## src/rtl/ptw_pkg.sv

```systemverilog
package ptw_pkg;
  localparam int unsigned AW    = 32;
  localparam int unsigned DW    = 32;
  localparam int unsigned DOM_W = 4;
  localparam int unsigned AP_W  = 8;
  localparam int unsigned CB_W  = 2;

  typedef logic [AW-1:0] addr_t;
  typedef logic [DW-1:0] desc_t;

  typedef enum logic [1:0] {
    L1_FAULT   = 2'b00,
    L1_COARSE  = 2'b01,
    L1_SECTION = 2'b10,
    L1_FINE    = 2'b11
  } l1_kind_e;

  typedef enum logic [1:0] {
    PG_SECTION = 2'd0,
    PG_LARGE   = 2'd1,
    PG_SMALL   = 2'd2,
    PG_TINY    = 2'd3
  } page_e;

  typedef enum logic [2:0] {
    S_IDLE, S_L1_ISSUE, S_L1_WAIT, S_L2_ISSUE, S_L2_WAIT
  } walk_st_e;

  typedef struct packed {
    logic            fault;
    addr_t           pa;
    page_e           ptype;
    logic [CB_W-1:0] cb;
    logic [AP_W-1:0] ap;
  } xlat_t;

  function automatic addr_t l1_fetch_addr(addr_t base, addr_t va);
    return {base[31:14], va[31:20], 2'b00};
  endfunction

  function automatic addr_t coarse_fetch_addr(desc_t d, addr_t va);
    return {d[31:10], va[19:12], 2'b00};
  endfunction

  function automatic addr_t fine_fetch_addr(desc_t d, addr_t va);
    return {d[31:12], va[19:10], 2'b00};
  endfunction

  function automatic xlat_t section_result(desc_t d, addr_t va);
    xlat_t r;
    r.fault = 1'b0;
    r.pa    = {d[31:20], va[19:0]};
    r.ptype = PG_SECTION;
    r.cb    = d[3:2];
    r.ap    = {6'b0, d[11:10]};
    return r;
  endfunction

  function automatic xlat_t page_result(desc_t d, addr_t va);
    xlat_t r;
    r = '0;
    r.cb = d[3:2];
    case (d[1:0])
      2'b01: begin r.ptype = PG_LARGE; r.pa = {d[31:16], va[15:0]}; r.ap = d[11:4]; end
      2'b10: begin r.ptype = PG_SMALL; r.pa = {d[31:12], va[11:0]}; r.ap = d[11:4]; end
      2'b11: begin r.ptype = PG_TINY;  r.pa = {d[31:10], va[9:0]};  r.ap = {6'b0, d[5:4]}; end
      default: r = '{fault: 1'b1, pa: '0, ptype: PG_SECTION, cb: '0, ap: '0};
    endcase
    return r;
  endfunction
endpackage

```

## src/rtl/ptw_l1_decode.sv

```systemverilog
module ptw_l1_decode
  import ptw_pkg::*;
(
  input  desc_t             desc,
  input  addr_t             va,
  input  logic              tiny_ok,
  output l1_kind_e          kind,
  output addr_t             next_addr,
  output xlat_t             sect,
  output logic [DOM_W-1:0]  dom
);
  l1_kind_e raw_kind;

  always_comb begin
    raw_kind  = l1_kind_e'(desc[1:0]);
    kind      = (raw_kind == L1_FINE && !tiny_ok) ? L1_FAULT : raw_kind;
    next_addr = (raw_kind == L1_FINE) ? fine_fetch_addr(desc, va)
                                      : coarse_fetch_addr(desc, va);
    sect      = section_result(desc, va);
    dom       = desc[8:5];
  end
endmodule

```

## src/rtl/ptw_l2_decode.sv

```systemverilog
module ptw_l2_decode
  import ptw_pkg::*;
(
  input  desc_t desc,
  input  addr_t va,
  output xlat_t res
);
  always_comb res = page_result(desc, va);
endmodule

```

## src/rtl/pt_walker.sv

```systemverilog
module pt_walker
  import ptw_pkg::*;
(
  input  logic        clk,
  input  logic        rst,
  input  logic        req_valid,
  output logic        req_ready,
  input  logic [31:0] req_va,
  input  logic [31:0] tbl_base,
  input  logic        tiny_en,
  output logic        mem_req,
  output logic [31:0] mem_addr,
  input  logic        mem_rvalid,
  input  logic [31:0] mem_rdata,
  output logic        done,
  output logic        fault,
  output logic [31:0] pa,
  output logic [1:0]  ptype,
  output logic [1:0]  cb,
  output logic [3:0]  domain,
  output logic [7:0]  ap
);
  walk_st_e         st;
  addr_t            va_q, base_q, l2_addr_q;
  logic             tiny_q;
  logic [DOM_W-1:0] dom_q;

  // named internal events
  logic     walk_start, l1_rsp, l2_rsp, waiting;
  l1_kind_e l1_kind;
  addr_t    l1_next;
  xlat_t    l1_sect, l2_res;
  logic [DOM_W-1:0] l1_dom;

  assign walk_start = req_valid && req_ready;
  assign l1_rsp     = (st == S_L1_WAIT) && mem_rvalid;
  assign l2_rsp     = (st == S_L2_WAIT) && mem_rvalid;
  assign waiting    = (st == S_L1_WAIT) || (st == S_L2_WAIT);
  assign req_ready  = (st == S_IDLE);
  assign mem_req    = (st == S_L1_ISSUE) || (st == S_L2_ISSUE);
  assign mem_addr   = (st == S_L2_ISSUE) ? l2_addr_q : l1_fetch_addr(base_q, va_q);

  ptw_l1_decode u_l1 (
    .desc(mem_rdata), .va(va_q), .tiny_ok(tiny_q),
    .kind(l1_kind), .next_addr(l1_next), .sect(l1_sect), .dom(l1_dom)
  );

  ptw_l2_decode u_l2 (.desc(mem_rdata), .va(va_q), .res(l2_res));

  task automatic finish(input xlat_t r, input logic [DOM_W-1:0] d);
    done   <= 1'b1;
    fault  <= r.fault;
    pa     <= r.fault ? '0 : r.pa;
    ptype  <= r.fault ? 2'd0 : r.ptype;
    cb     <= r.fault ? '0 : r.cb;
    ap     <= r.fault ? '0 : r.ap;
    domain <= r.fault ? '0 : d;
    st     <= S_IDLE;
  endtask

  always_ff @(posedge clk) begin
    if (rst) begin
      st        <= S_IDLE;
      va_q      <= '0;
      base_q    <= '0;
      tiny_q    <= 1'b0;
      l2_addr_q <= '0;
      dom_q     <= '0;
      done      <= 1'b0;
      fault     <= 1'b0;
      pa        <= '0;
      ptype     <= '0;
      cb        <= '0;
      domain    <= '0;
      ap        <= '0;
    end else begin
      done <= 1'b0;
      case (st)
        S_IDLE: if (walk_start) begin
          va_q   <= req_va;
          base_q <= tbl_base;
          tiny_q <= tiny_en;
          st     <= S_L1_ISSUE;
        end
        S_L1_ISSUE: st <= S_L1_WAIT;
        S_L1_WAIT: if (l1_rsp) begin
          case (l1_kind)
            L1_FAULT:   finish('{fault: 1'b1, pa: '0, ptype: PG_SECTION, cb: '0, ap: '0}, '0);
            L1_SECTION: finish(l1_sect, l1_dom);
            default: begin
              l2_addr_q <= l1_next;
              dom_q     <= l1_dom;
              st        <= S_L2_ISSUE;
            end
          endcase
        end
        S_L2_ISSUE: st <= S_L2_WAIT;
        S_L2_WAIT: if (l2_rsp) finish(l2_res, dom_q);
        default: st <= S_IDLE;
      endcase
    end
  end

  AST_REQ_ONE_CYCLE: assert property (@(posedge clk) disable iff (rst) mem_req |=> !mem_req);
  AST_STALL_QUIET: assert property (@(posedge clk) disable iff (rst) (waiting && !mem_rvalid) |=> (!done && !mem_req));
  AST_DONE_PULSE: assert property (@(posedge clk) disable iff (rst) done |=> !done);
  AST_BUSY_AFTER_ACCEPT: assert property (@(posedge clk) disable iff (rst) walk_start |=> !req_ready);
  AST_FAULT_CLEAN: assert property (@(posedge clk) disable iff (rst) (done && fault) |-> (pa == '0 && ap == '0 && cb == '0 && domain == '0));
  AST_SECTION_ONE_READ: assert property (@(posedge clk) disable iff (rst) (l1_rsp && l1_kind == L1_SECTION) |=> (done && !fault));
  AST_NO_TINY_FINE: assert property (@(posedge clk) disable iff (rst) (l1_rsp && !tiny_q && mem_rdata[1:0] == 2'b11) |=> (done && fault));
  AST_TINY_AP_NARROW: assert property (@(posedge clk) disable iff (rst) (done && !fault && ptype == 2'd3) |-> ap[7:2] == 6'd0);
endmodule

```

## config.mk

```make
export PLATFORM = sky130hd
export DESIGN_NAME = pt_walker
export DESIGN_NICKNAME = d
export VERILOG_FILES = /design/src/rtl/ptw_pkg.sv /design/src/rtl/ptw_l1_decode.sv /design/src/rtl/ptw_l2_decode.sv /design/src/rtl/pt_walker.sv
export SDC_FILE = /design/constraint.sdc
export NUM_CORES = 1
export LEC_CHECK = 0
export BUFFER_PORTS_ARGS = -buffer_cell sky130_fd_sc_hd__buf_2
export CAP_MARGIN = 20
export CORE_AREA = 3 3 110 112
export CTS_BUF_LIST = sky130_fd_sc_hd__clkbuf_8 sky130_fd_sc_hd__clkbuf_16
export CTS_CLUSTER_SIZE = 10
export DETAILED_ROUTE_END_ITERATION = 10
export DIE_AREA = 0 0 113 115
export HOLD_SLACK_MARGIN = 0.1
export PLACE_DENSITY = 0.79
export REMOVE_ABC_BUFFERS = 1
export SLEW_MARGIN = 20
export SYNTH_ARGS = -nofsm -noshare
export SYNTH_HDL_FRONTEND = slang
export SYNTH_SLANG_ARGS = --single-unit
```

## constraint.sdc

```tcl
create_clock -name clk -period 2.1 [get_ports clk]
set_input_delay 0.42 -clock clk [delete_from_list [all_inputs] [get_ports clk]]
set_output_delay 0.42 -clock clk [all_outputs]
set_load 0.05 [all_outputs]
```

======== Word level (Yosys, flattened, before mapping) ========
Index checks and enable logic that the tools add are counted.
operators by class
  eq/ne operators ......................... 13
  muxes and demuxes ....................... 44
  bitwise gates (word level) .............. 1
  reductions and logical operators ........ 17
operator list
  kind                                                                   count
  32-bit 2-to-1 mux                                                      4
  32-bit one-hot mux with 2 select lines                                 2
  34-bit one-hot mux with 3 select lines                                 1
  8-bit one-hot mux with 2 select lines                                  3
  8-bit 2-to-1 mux                                                       3
  2-bit 2-to-1 mux                                                       9
  4-bit one-hot mux with 2 select lines                                  2
  3-bit one-hot mux with 5 select lines                                  1
  12-bit 2-to-1 mux                                                      1
  4-bit 2-to-1 mux                                                       3
  2-bit one-hot mux with 2 select lines                                  3
  3-bit 2-to-1 mux                                                       3
  4-bit AND reduction                                                    2
  2-bit equality test, second input constant                             3
  3-bit by 2-bit equality test with 1-bit output, second input constant  2
  1-bit 2-to-1 mux                                                       6
  2-bit inequality test, second input constant                           3
  1-bit one-hot mux with 2 select lines                                  3
  3-bit AND reduction                                                    2
  1-bit logical AND                                                      4
  2-bit OR reduction                                                     2
  3-bit by 1-bit equality test with 1-bit output, second input constant  1
  3-bit equality test, second input constant                             1
  3-bit zero test                                                        1
  other kinds (10)                                                       10
word-level totals
  register bits after elaboration ......... 154
  input port bits ......................... 101
  output and inout bits ................... 84
  logic and storage cells ................. 88

======== Longest topological paths before layout ========
Gate-level depths: netlist of run 1.
  word-level depth ........................ 8
  gate-level depth with buffers ........... 8
  depth with buffers taken out ............ 6

======== Cells and area by module ========
From an unflattened synthesis of run 1, not the netlist that was laid out.
unflattened totals
  cell total of the unflattened synthesis .. 846
  area total of the unflattened synthesis .. 7,170.6 um2
modules (own cells, without submodules)
  module         times used  cells each  area an instance (um2)
  pt_walker      1           689         5,964.5
  ptw_l1_decode  1           86          679.4
  ptw_l2_decode  1           71          526.8

======== Worst setup path before layout of run 1 ========
Ideal clock, no wire load.
  kind .................................... register to output
  start ................................... register st[0]
  end ..................................... output port mem_addr[10]
  data arrival time ....................... 2.334 ns
  path slack .............................. -0.654 ns
  stages on the path, launching flop included .. 6
  cell sequence ........................... dfxtp_1 > buf_2 > nor2b_1 > nand2_1 > buf_1 > mux2_2
on the way
  longest elaborated chain between the ends .. 2
RTL lines
  item                                            line             source
  start: declaration                              pt_walker.sv:23  walk_st_e st;
  start signal: assignment                        pt_walker.sv:63  st <= S_IDLE;
  start signal: assignment                        pt_walker.sv:83  st <= S_L1_ISSUE;
  start signal: assignment                        pt_walker.sv:85  S_L1_ISSUE: st <= S_L1_WAIT;
  3-bit by 2-bit equality test with 1-bit output  pt_walker.sv:41  assign mem_addr = (st == S_L2_ISSUE) ? l2_addr_q : l1_fetch_addr(base_q, va_q);
  32-bit 2-to-1 mux                               pt_walker.sv:41
  end: declaration                                pt_walker.sv:12  output logic [31:0] mem_addr,
Every way passes these cells.

======== Worst setup path in the final report of run 1 ========
  start ................................... register st[2]
  end ..................................... output port mem_addr[16]
The elaborated chain is that of the path after synthesis.

==> results of run 1 <==
## layout make-up
type / instances / share of cell area
Clock buffer: 22 / 0.06335
Clock inverter: 8 / 0.01812
Inverter: 6 / 0.002887
Multi-Input combinational cell: 448 / 0.3440
Sequential cell: 138 / 0.3548
Tap cell: 143 / 0.02294
Timing Repair Buffer: 214 / 0.1939
## metal layers
layer	vias to the layer above	track usage	wire (um)
li1	2619	-	-
met1	2583	0.3299	7070
met2	296	0.4360	8472
met3	23	0.06632	1580
met4	0	0.09054	244
met5	-	0	0
## critical path, delay by kind of cell, from the launching register on
kind          cells  cell delay [ns]
buf+inv           2             0.34
simple gates      2             0.31
mux               1             0.30
flops             1             0.36
## cell usage in the layout (no fill, tap or decap), types with 2 or more instances in the layout
cell,n
nand2_1,158
o21ai_0,15
a32oi_1,8
buf_4,38
a22o_1,22
a21oi_1,105
inv_1,7
nand3_1,2
buf_12,6
nor3b_1,2
a22oi_1,7
o2111ai_1,3
nor2_1,12
buf_6,29
and2_1,2
mux2i_1,10
nor3b_4,2
mux2_2,30
o32ai_1,2
bufinv_16,4
buf_16,2
clkbuf_16,18
dfxtp_1,136
clkinv_2,2
ha_1,4
nor2b_1,2
buf_2,137
conb_1,2
clkbuf_8,5
a211oi_1,25
nand4_1,9
## stage by stage
stage / utilization / instances / total power, mW / setup WS, ns
6_report: 0.6891 / 979 / 7.583 / -0.05395
3_5_place_dp: 0.6028 / 942 / 4.289 / -0.3045
4_1_cts: 0.6834 / 976 / 7.584 / -0.05243
5_1_grt: 0.6891 / 979 / 7.853 / -0.09935
2_1_floorplan: - / 592 / 3.763 / -1.171
3_3_place_gp: 0.6028 / 942 / 4.256 / -0.1357
## cells by family after synthesis
logic type / synth area share
buffers and inverters: 0.04830
XOR/XNOR: 0.001544
AND/OR/NAND/NOR: 0.1619
adder cells (fa/ha/maj): 0.008823
multiplexers: 0.07918
other: 0.0006610
AO/OA/AOI/OAI: 0.2126
flip-flops: 0.4870
## timing repair
action | in CTS | in global routing
endpoints found under the setup margin | 31 | 31
setup buffers | 2 | 2
gates resized for setup | 68 | 6
gates cloned | 2 | 1
## flip-flops by register name (all words and copies together) (netlist names), 2 cells and up
signal	cells
domain	4
dom_q	4
ap	8
st	3
va_q	32
ptype	2
pa	32
cb	2
base_q	18
l2_addr_q	30
## worst paths after layout
kind | start | endpoint | slack, ns | cells after the start
worst max-delay path | st[2] | mem_addr[16] | -0.05 | 5
worst min-delay path | mem_rdata[21] | pa[21] | 0.24 | 2
worst max register to register | st[1] | domain[2] | 0.23 | 7
worst min register to register | va_q[23] | va_q[23] | 0.45 | 2
## power groups by stage
stage	registers [mW]	clock network, mW	logic [mW]
global route	2.89	3.34	1.62
finish	2.87	3.19	1.52
CTS	2.87	3.22	1.49
floorplan	3.02	0	0.743
global placement	2.91	0	1.34
detailed placement	2.92	0	1.37
==> qor.yml, run 1 <==
worst_setup_path:
  crit_chain: "nor2b_4 -> nand2_8 -> buf_12 -> mux2_2 -> buf_6"
  worstSetupPathType: "reg2out"
  cp_max_fo: 7
  cp_slowest_stage_delay_ns: 0.36
  cp_slowest_cell: "dfxtp_4"
  cp.arrival_ns: 1.73
  setup.worst_path.start_class: "register"
  worstPathRequired_ns: 1.68
  cp-end-kind: "primary output"
cells_and_area:
  area_growth_pct: 37.52
  regArea_um2: 2768
  drive_gt1_frac: 0.3481
  multi_input_area_um2: 2684
  fin_area_um2: 7801
  antennaDiodeCount: 0
  final_nets: 930
  n_fill_cell: 875
synthesis:
  synth_most_common_cell: "nand2_1"
  yosys_warnings: 0
  synth_area_um2: 5673
  yosysTopAreaCell: "dfxtp_1"
  synthCells: 646
  syn_avg_cell_area_um2: 8.782
  yosysTopAreaCellShare: 0.4870
  ys.flop_type: "dfxtp_1"
  synthTopCellsByArea: "dfxtp_1 49%, nand2_1 11%, a21oi_1 9.4%, mux2_2 6.2%, a22o_1 3.4%"
  synth.distinct_cells: 44
  async_reset_ff_frac: 0
  netlist_top_cells_count: "160 x nand2_1, 138 x dfxtp_1, 106 x a21oi_1, 32 x clkbuf_1, 31 x mux2_2"
  synth-seq-cells: 138
  synth_edf_count: 0
  seq_area_frac_synth: 0.4870
status:
  violations: "setup timing"
  status: "finished with violations"
power_and_ir_drop:
  combPwrFrac: 0.201
  switchingPower_mw: 2.135
  sw_frac_of_total: 0.2816
  internal-power_mw: 5.447
  powerDensity_nw_per_um2: 972.0
  clkPwrFrac: 0.421
  power_frac_seq: 0.379
  ir_drop_v: 0.0008768
  leakagePower_nw: 3.323
detailed_routing:
  detailedRoute.firstIterationViolations: 481
  drc: 0
  vias: 5521
  post_drt_wl_per_cell_um: 17.74
  drt-vias-per-instance: 5.639
  drt_first_pass_iters: 6
  wirelength_um: 17370
  ant_nets: 0
timing:
  max_slew_margin: 0.4862
  worst_pin_slew_ns: 0.7699
  timing.hold.ws_ns: 0.2353
  period_minus_slack_ns: 2.154
  fin_skew_ns: 0.009616
  drv_slew: 0
  setup_slack_ns: -0.05395
  finalHoldViolCount: 0
  period_share: 1.026
  timing.fmax_ghz: 0.4643
  setup_violations: 30
  setup_tns_ns: -0.9638
  grt_setup_unrepaired: "true"
hold_path:
  min_path_type: "in2reg"
global_routing:
  grtUsageTotal: 0.2609
  first_global_vias: 5436
  antenna_found_initial: 0
  grt-ovfl-total: 0
  grt_max_degree: 62
  grt_pass1_wl_um: 27050
floorplanning:
  fp.dieW_um: 113
  ios: 185
  coreArea_um2: 11320
  die_y_um: 115
  die_area_um2: 13000
  rows: 39
  start_util: 0.5011
cts:
  cts_hold_buf: 0
  cts_tree: "done"
  clk_pin_slew_worst_paths_ns: 0.05
  cts_buffers: 17
  root_buffer: "clkbuf_16"
  clk_latency_ns: 0.42
  numClockSinks: 138
  htreeDepth: 4
  cts_buffer_depth: 2
placement:
  dpl_cell_area_um2: 6824
  dp_hpwl_um: 11440
  portBuffers: 168
  gp_congestion: 0.8658
run:
  maxCapViolCount: 0
Note: power is estimated with default switching activity, not from simulation.
==> run 2, diff against run 1 <==
--- a/config.mk
+++ b/config.mk
@@ -14,6 +14,7 @@
 export DIE_AREA = 0 0 113 115
 export HOLD_SLACK_MARGIN = 0.1
 export PLACE_DENSITY = 0.79
+export RECOVER_POWER = 100
 export REMOVE_ABC_BUFFERS = 1
 export SLEW_MARGIN = 20
 export SYNTH_ARGS = -nofsm -noshare
==> run 2 against run 1 <==
Net effect:
- the flow still finishes with violations (setup timing)
- worst setup slack worse by 0.0014 ns
- die area unchanged
- sequential share of layout area about the same
- largest power group unchanged
- flip-flop and latch count unchanged
- final cell count unchanged
- critical path depth unchanged
- total power about the same
- count of clock-buffer cells in the layout did not move
- global-route usage stayed put
- critical endpoint unchanged
- register-to-register slack worse by 0.05 ns
- hold slack hardly changed
==> qor.yml, run 2 (same netlist as run 1, synthesis figures left out) <==
status:
  violations: "setup timing"  # unchanged
  status: "finished with violations"  # unchanged
power_and_ir_drop:
  ir_drop_v: 0.0008797  # was 0.0008768 V
  leakagePower_nw: 3.318  # was 3.323 nW
  powerDensity_nw_per_um2: 972.8  # was 972.0 nW/um2
cells_and_area:
  area_growth_pct: 37.45  # was 37.52%
  final_common_cell: "nand2_1"  # unchanged
  top_regs: "pa x32, va_q x32, l2_addr_q x30"  # unchanged
  final_nets: 930  # unchanged
  antennaDiodeCount: 0  # unchanged
  drive_gt1_frac: 0.3469  # was 0.3481
  stdcell_count: 979  # unchanged
  final_cell_mix: "158 x nand2_1, 137 x buf_2, 136 x dfxtp_1"  # unchanged
timing:
  finalHoldViolCount: 0  # unchanged
  period_minus_slack_ns: 2.155  # was 2.154 ns
  setup_tns_ns: -1.005  # was -0.9638 ns
  setup_slack_ns: -0.05533  # was -0.05395 ns
  grt_setup_unrepaired: "true"  # unchanged
  worst_pin_slew_ns: 0.7789  # was 0.7699 ns
  max_slew_margin: 0.4802  # was 0.4862
  timing.fmax_ghz: 0.4640  # was 0.4643 GHz
  drv_slew: 0  # unchanged
  period_share: 1.026  # about the same
  setup_violations: 30  # unchanged
  fin_skew_ns: 0.009038  # was 0.009616 ns
cts:
  cts_buffers: 17  # unchanged
  htreeDepth: 4  # unchanged
  clk_pin_slew_worst_paths_ns: 0.05  # about the same
  clk_latency_ns: 0.42  # about the same
  cts_tree: "done"  # unchanged
  cts_hold_buf: 0  # unchanged
  root_buffer: "clkbuf_16"  # unchanged
  numClockSinks: 138  # unchanged
  cts_buffer_depth: 2  # unchanged
global_routing:
  grt_max_degree: 62  # unchanged
  first_global_vias: 5436  # unchanged
  grtUsageMet2: 0.4360  # unchanged
  grt_util_met1: 0.3299  # unchanged
  antenna_found_initial: 0  # unchanged
  grt-ovfl-total: 0  # unchanged
  grtUsageMet3: 0.06632  # unchanged
  busiest_layer: "met2"  # unchanged
  grt_pass1_wl_um: 27050  # unchanged
  grtUsageTotal: 0.2609  # unchanged
hold_path:
  whs_endpoint: "pa[21]"  # unchanged
  min_path_type: "in2reg"  # unchanged
  hp-start: "mem_rdata[21]"  # unchanged
  min_path_cells: 2  # unchanged
worst_setup_path:
  crit_family: "flip-flops"  # unchanged
  r2r_slack_ns: 0.18  # was 0.23 ns
  r2r_cells: 7  # unchanged
  r2r_end: "domain[1]"  # was domain[2]
  cp.arrival_ns: 1.74  # was 1.73 ns
  cp_slowest_stage_delay_ns: 0.36  # about the same
  crit_buf_inv: 2  # unchanged
  cp-end-kind: "primary output"  # unchanged
  worstSetupPathType: "reg2out"  # unchanged
  cp_max_fo: 7  # unchanged
  r2r-start: "st[1]"  # unchanged
  cp_slowest_cell: "dfxtp_4"  # unchanged
  worstPathRequired_ns: 1.68  # about the same
  setup.worst_path.start_class: "register"  # unchanged
  crit_chain: "nor2b_4 -> nand2_8 -> buf_12 -> mux2_2 -> buf_6"  # unchanged
floorplanning:
  fp.dieW_um: 113  # unchanged
  start_util: 0.5011  # unchanged
  ios: 185  # unchanged
  rows: 39  # unchanged
  die_y_um: 115  # unchanged
  coreArea_um2: 11320  # unchanged
  die_area_um2: 13000  # unchanged
placement:
  gp_congestion: 0.8658  # unchanged
  dp_hpwl_um: 11440  # unchanged
  portBuffers: 168  # unchanged
  placed_cells: 942  # unchanged
detailed_routing:
  post_drt_wl_per_cell_um: 17.74  # about the same
  vias: 5522  # was 5,521
  drt-vias-per-instance: 5.640  # was 5.639
  wirelength_um: 17370  # about the same
  drt_first_pass_iters: 5  # was 6
  ant_nets: 0  # unchanged
  drc: 0  # unchanged
  detailedRoute.firstIterationViolations: 485  # was 481
run:
  maxCapViolCount: 0  # unchanged
run 2: what timing repair did:
item,4_1_cts,5_1_grt
gates resized for setup,68,6
buffers inserted,2,2
endpoints found under the setup margin,31,31
gates cloned,2,1
run 2: layout make-up:
type	count	area (um2)
inverter	6	22.52
clock inverter	8	141.4
timing repair buffer	214	1509
fill	877	3523
clock buffer	22	494.2
sequential	138	2768
multi-input combinational	448	2684
tap	143	178.9
run 2: per-layer routing:
metal  routed length, um  vias to the layer above
met3                1431                       25
met5                   0                        -
li1                    -                     2625
met1                7189                     2590
met2                8481                      282
met4                 266                        0
run 2: per-stage QoR:
| step | total power, mW | setup WS, ns | cell area (um2) | utilization | hold WS, ns |
|---|---|---|---|---|---|
| after global routing | 7.852 | -0.09935 | 7797 | 0.6888 | 0.2373 |
| after CTS | 7.584 | -0.05243 | 7736 | 0.6834 | 0.2204 |
| after floorplan | 3.763 | -1.171 | 5425 | - | 0.4252 |
| after global placement | 4.256 | -0.1357 | 6824 | 0.6028 | 0.4385 |
| after detailed placement | 4.289 | -0.3045 | 6824 | 0.6028 | 0.4428 |
| final | 7.586 | -0.05533 | 7797 | 0.6888 | 0.2355 |
run 2: how the worst max path moves through the flow:
stage | endpoint | slack (ns) | depth (start not counted) | start
final | mem_addr[16] | -0.06 | 5 | st[2]
after global routing | mem_addr[16] | -0.1 | 5 | st[0]
after CTS | mem_addr[16] | -0.05 | 5 | st[0]
after detailed placement | pa[15] | -0.30 | 7 | mem_rdata[0]
after global placement | pa[15] | -0.14 | 7 | mem_rdata[0]
after floorplan | mem_addr[10] | -1.17 | 3 | st[0]
run 2: power breakdown:
| part | total [mW] | switching (mW) | internal [mW] |
|---|---|---|---|
| Clock | 3.19 | 1.07 | 2.12 |
| Combinational | 1.52 | 0.970 | 0.550 |
| Sequential | 2.87 | 0.0969 | 2.77 |
run 2: worst reg2reg max path, delay by kind of cell (launching register included):
kind / cells / cell delay (ns)
and+or+nand+nor: 2 / 0.31
buffers and inverters: 3 / 0.76
DFF: 1 / 0.39
AOI/OAI and AO/OA: 2 / 0.31
==> run 3, diff against run 2 <==
--- a/config.mk
+++ b/config.mk
@@ -12,10 +12,11 @@
 export CTS_CLUSTER_SIZE = 10
 export DETAILED_ROUTE_END_ITERATION = 10
 export DIE_AREA = 0 0 113 115
-export HOLD_SLACK_MARGIN = 0.1
 export PLACE_DENSITY = 0.79
 export RECOVER_POWER = 100
 export REMOVE_ABC_BUFFERS = 1
+export SETUP_SLACK_MARGIN = 0.02
+export SKIP_LAST_GASP = 1
 export SLEW_MARGIN = 20
 export SYNTH_ARGS = -nofsm -noshare
 export SYNTH_HDL_FRONTEND = slang
==> run 3 against run 2 <==
Net effect:
- global-route usage is 0.16 points lower
- final cell count stayed put
- clock skew is 0.0011 ns lower
- worst setup slack worse by 0.029 ns
- maximum frequency is 1.3% lower
- the run still ends with setup timing left
- wire length hardly changed
- final area is 0.24% higher
- register-to-register slack hardly changed
- hold slack worse by 0.0038 ns
- flip-flop and latch count stayed put
- utilization is 0.17 points higher
==> qor.yml, run 3 (same netlist as run 1, synthesis figures left out) <==
detailed_routing:
  detailedRoute.firstIterationViolations: 518  # was 485
  post_drt_wl_per_cell_um: 17.75  # was 17.74 um
  drc: 0  # unchanged
  ant_nets: 0  # unchanged
  wirelength_um: 17370  # about the same
  vias: 5515  # was 5,522
  drt_first_pass_iters: 8  # was 5
  drt-vias-per-instance: 5.633  # was 5.640
cells_and_area:
  n_fill_cell: 873  # was 877
  antennaDiodeCount: 0  # unchanged
  final_cell_mix: "158 x nand2_1, 137 x buf_2, 136 x dfxtp_1"  # unchanged
  area_growth_pct: 37.78  # was 37.45%
  final_nets: 930  # unchanged
  top_regs: "pa x32, va_q x32, l2_addr_q x30"  # unchanged
  drive_gt1_frac: 0.3469  # unchanged
  final_common_cell: "nand2_1"  # unchanged
placement:
  portBuffers: 168  # unchanged
  dp_hpwl_um: 11440  # unchanged
  gp_congestion: 0.8658  # unchanged
  post-place-ws_ns: -0.3045  # unchanged
hold_path:
  hp-start: "mem_rdata[21]"  # unchanged
  min_path_cells: 2  # unchanged
  min_path_type: "in2reg"  # unchanged
  whs_endpoint: "pa[21]"  # unchanged
power_and_ir_drop:
  leakagePower_nw: 3.333  # was 3.318 nW
  sw_frac_of_total: 0.2817  # was 0.2820
  switchingPower_mw: 2.138  # was 2.139 mW
  internal-power_mw: 5.452  # was 5.446 mW
  clkPwrFrac: 0.421  # about the same
  total_power_mw: 7.590  # was 7.586 mW
  powerDensity_nw_per_um2: 971.1  # was 972.8 nW/um2
  ir_drop_v: 0.0008633  # was 0.0008797 V
  power_frac_seq: 0.378  # about the same
  combPwrFrac: 0.201  # was 0.200
worst_setup_path:
  crit_chain: "nor2b_4 -> nand2_8 -> clkbuf_16 -> mux2_4 -> buf_8"  # was nor2b_4 -> nand2_8 -> buf_12 -> mux2_2 -> buf_6
  cp_slowest_stage_delay_ns: 0.36  # about the same
  cp_slowest_cell: "dfxtp_4"  # unchanged
  cp_max_fo: 7  # unchanged
  crit_buf_inv: 2  # unchanged
  r2r_cells: 7  # unchanged
  r2r-start: "st[1]"  # unchanged
  r2r_slack_ns: 0.19  # was 0.18 ns
  cp.arrival_ns: 1.76  # was 1.74 ns
  r2r_end: "domain[1]"  # unchanged
  worstPathRequired_ns: 1.68  # about the same
  setup.worst_path.start_class: "register"  # unchanged
  crit_family: "flip-flops"  # unchanged
  cp-end-kind: "primary output"  # unchanged
  startpoint: "st[2]"  # unchanged
  worstSetupPathType: "reg2out"  # unchanged
timing:
  setup_tns_ns: -1.229  # was -1.005 ns
  drv_slew: 0  # unchanged
  timing.fmax_ghz: 0.4578  # was 0.4640 GHz
  finalHoldViolCount: 0  # unchanged
  setup_slack_ns: -0.08445  # was -0.05533 ns
  grt_setup_unrepaired: "true"  # unchanged
  worst_pin_slew_ns: 0.7747  # was 0.7789 ns
  max_slew_margin: 0.4830  # was 0.4802
  period_share: 1.040  # was 1.026
  setup_violations: 27  # was 30
  fin_skew_ns: 0.007960  # was 0.009038 ns
  period_minus_slack_ns: 2.184  # was 2.155 ns
status:
  status: "finished with violations"  # unchanged
  violations: "setup timing"  # unchanged
global_routing:
  grt_max_degree: 62  # unchanged
  first_global_vias: 5390  # was 5,436
  antenna_found_initial: 0  # unchanged
  grt-ovfl-total: 0  # unchanged
  grt_pass1_wl_um: 26850  # was 27,050 um
  grtUsageTotal: 0.2594  # was 0.2609
cts:
  cts_tree: "done"  # unchanged
  htreeDepth: 4  # unchanged
  root_buffer: "clkbuf_16"  # unchanged
  cts_buffer_depth: 2  # unchanged
  numClockSinks: 138  # unchanged
  cts_buffers: 17  # unchanged
  clk_latency_ns: 0.42  # about the same
  clk_pin_slew_worst_paths_ns: 0.06  # was 0.05 ns
floorplanning:
  die_y_um: 115  # unchanged
  ios: 185  # unchanged
  die_area_um2: 13000  # unchanged
  fp.dieW_um: 113  # unchanged
  coreArea_um2: 11320  # unchanged
  rows: 39  # unchanged
  start_util: 0.5011  # unchanged
run:
  maxCapViolCount: 0  # unchanged
==> run 3: cell counts in the layout (fill, tap and decap cells not counted) <==
Identical to the previous run, type by type.
==> run 3: layer usage <==
metal / routed length (um) / vias up / global-route usage
met2: 8439 / 256 / 0.4329
met5: 0 / - / 0
met4: 232 / 0 / 0.08894
met3: 1319 / 23 / 0.06526
met1: 7382 / 2613 / 0.3293
li1: - / 2623 / -
==> run 3: what timing repair did <==
item                                    in CTS  in global routing
gates resized for setup                     55                 24
cloned                                       2                  1
hold buffers                                 0                  0
endpoints found under the setup margin      32                 31
setup buffers                                2                  2
==> run 3: layout make-up <==
cell class / instances / area, um2 / share of cell area
clock buffers: 22 / 494.2 / 0.06323
repair buffers: 214 / 1516 / 0.1940
well taps: 143 / 178.9 / 0.02289
clock inverters: 8 / 141.4 / 0.01809
inverters: 6 / 22.52 / 0.002881
flip-flops and latches: 138 / 2768 / 0.3541
multi-input cells: 448 / 2695 / 0.3448
==> run 3: stage by stage <==
stage,instance area [um2],hold slack (ns),cells,util
floorplan,5425,0.4252,592,-
global placement,6824,0.4385,942,0.6028
detailed placement,6824,0.4428,942,0.6028
CTS,7687,0.2204,976,0.6790
global route,7816,0.2373,979,0.6904
finish,7816,0.2317,979,0.6904
==> run 3: power groups by stage <==
stage                     Sequential [mW]  Clock (mW)  Combinational, mW
after floorplan                      3.02           0              0.743
after global placement               2.91           0               1.34
after detailed placement             2.92           0               1.37
after CTS                            2.87        3.22               1.47
after global routing                 2.89        3.34               1.63
final                                2.87        3.19               1.53
==> run 3: worst reg2reg max path, cell delays in order, from the launching register on <==
cell and delay (ns):
dfxtp_1 0.39, buf_4 0.19, nor3b_4 0.18, clkbuf_1 0.37, nor2b_1 0.12, buf_4 0.19
a22oi_1 0.22, a211oi_1 0.10
==> run 3: worst max-delay path by stage <==
stage               cells after the start  slack [ns]            to
floorplan                               3       -1.17  mem_addr[10]
global placement                        7       -0.14        pa[15]
detailed placement                      7       -0.30        pa[15]
CTS                                     5       -0.07   mem_addr[5]
global route                            5       -0.13   mem_addr[6]
finish                                  5       -0.08   mem_addr[6]
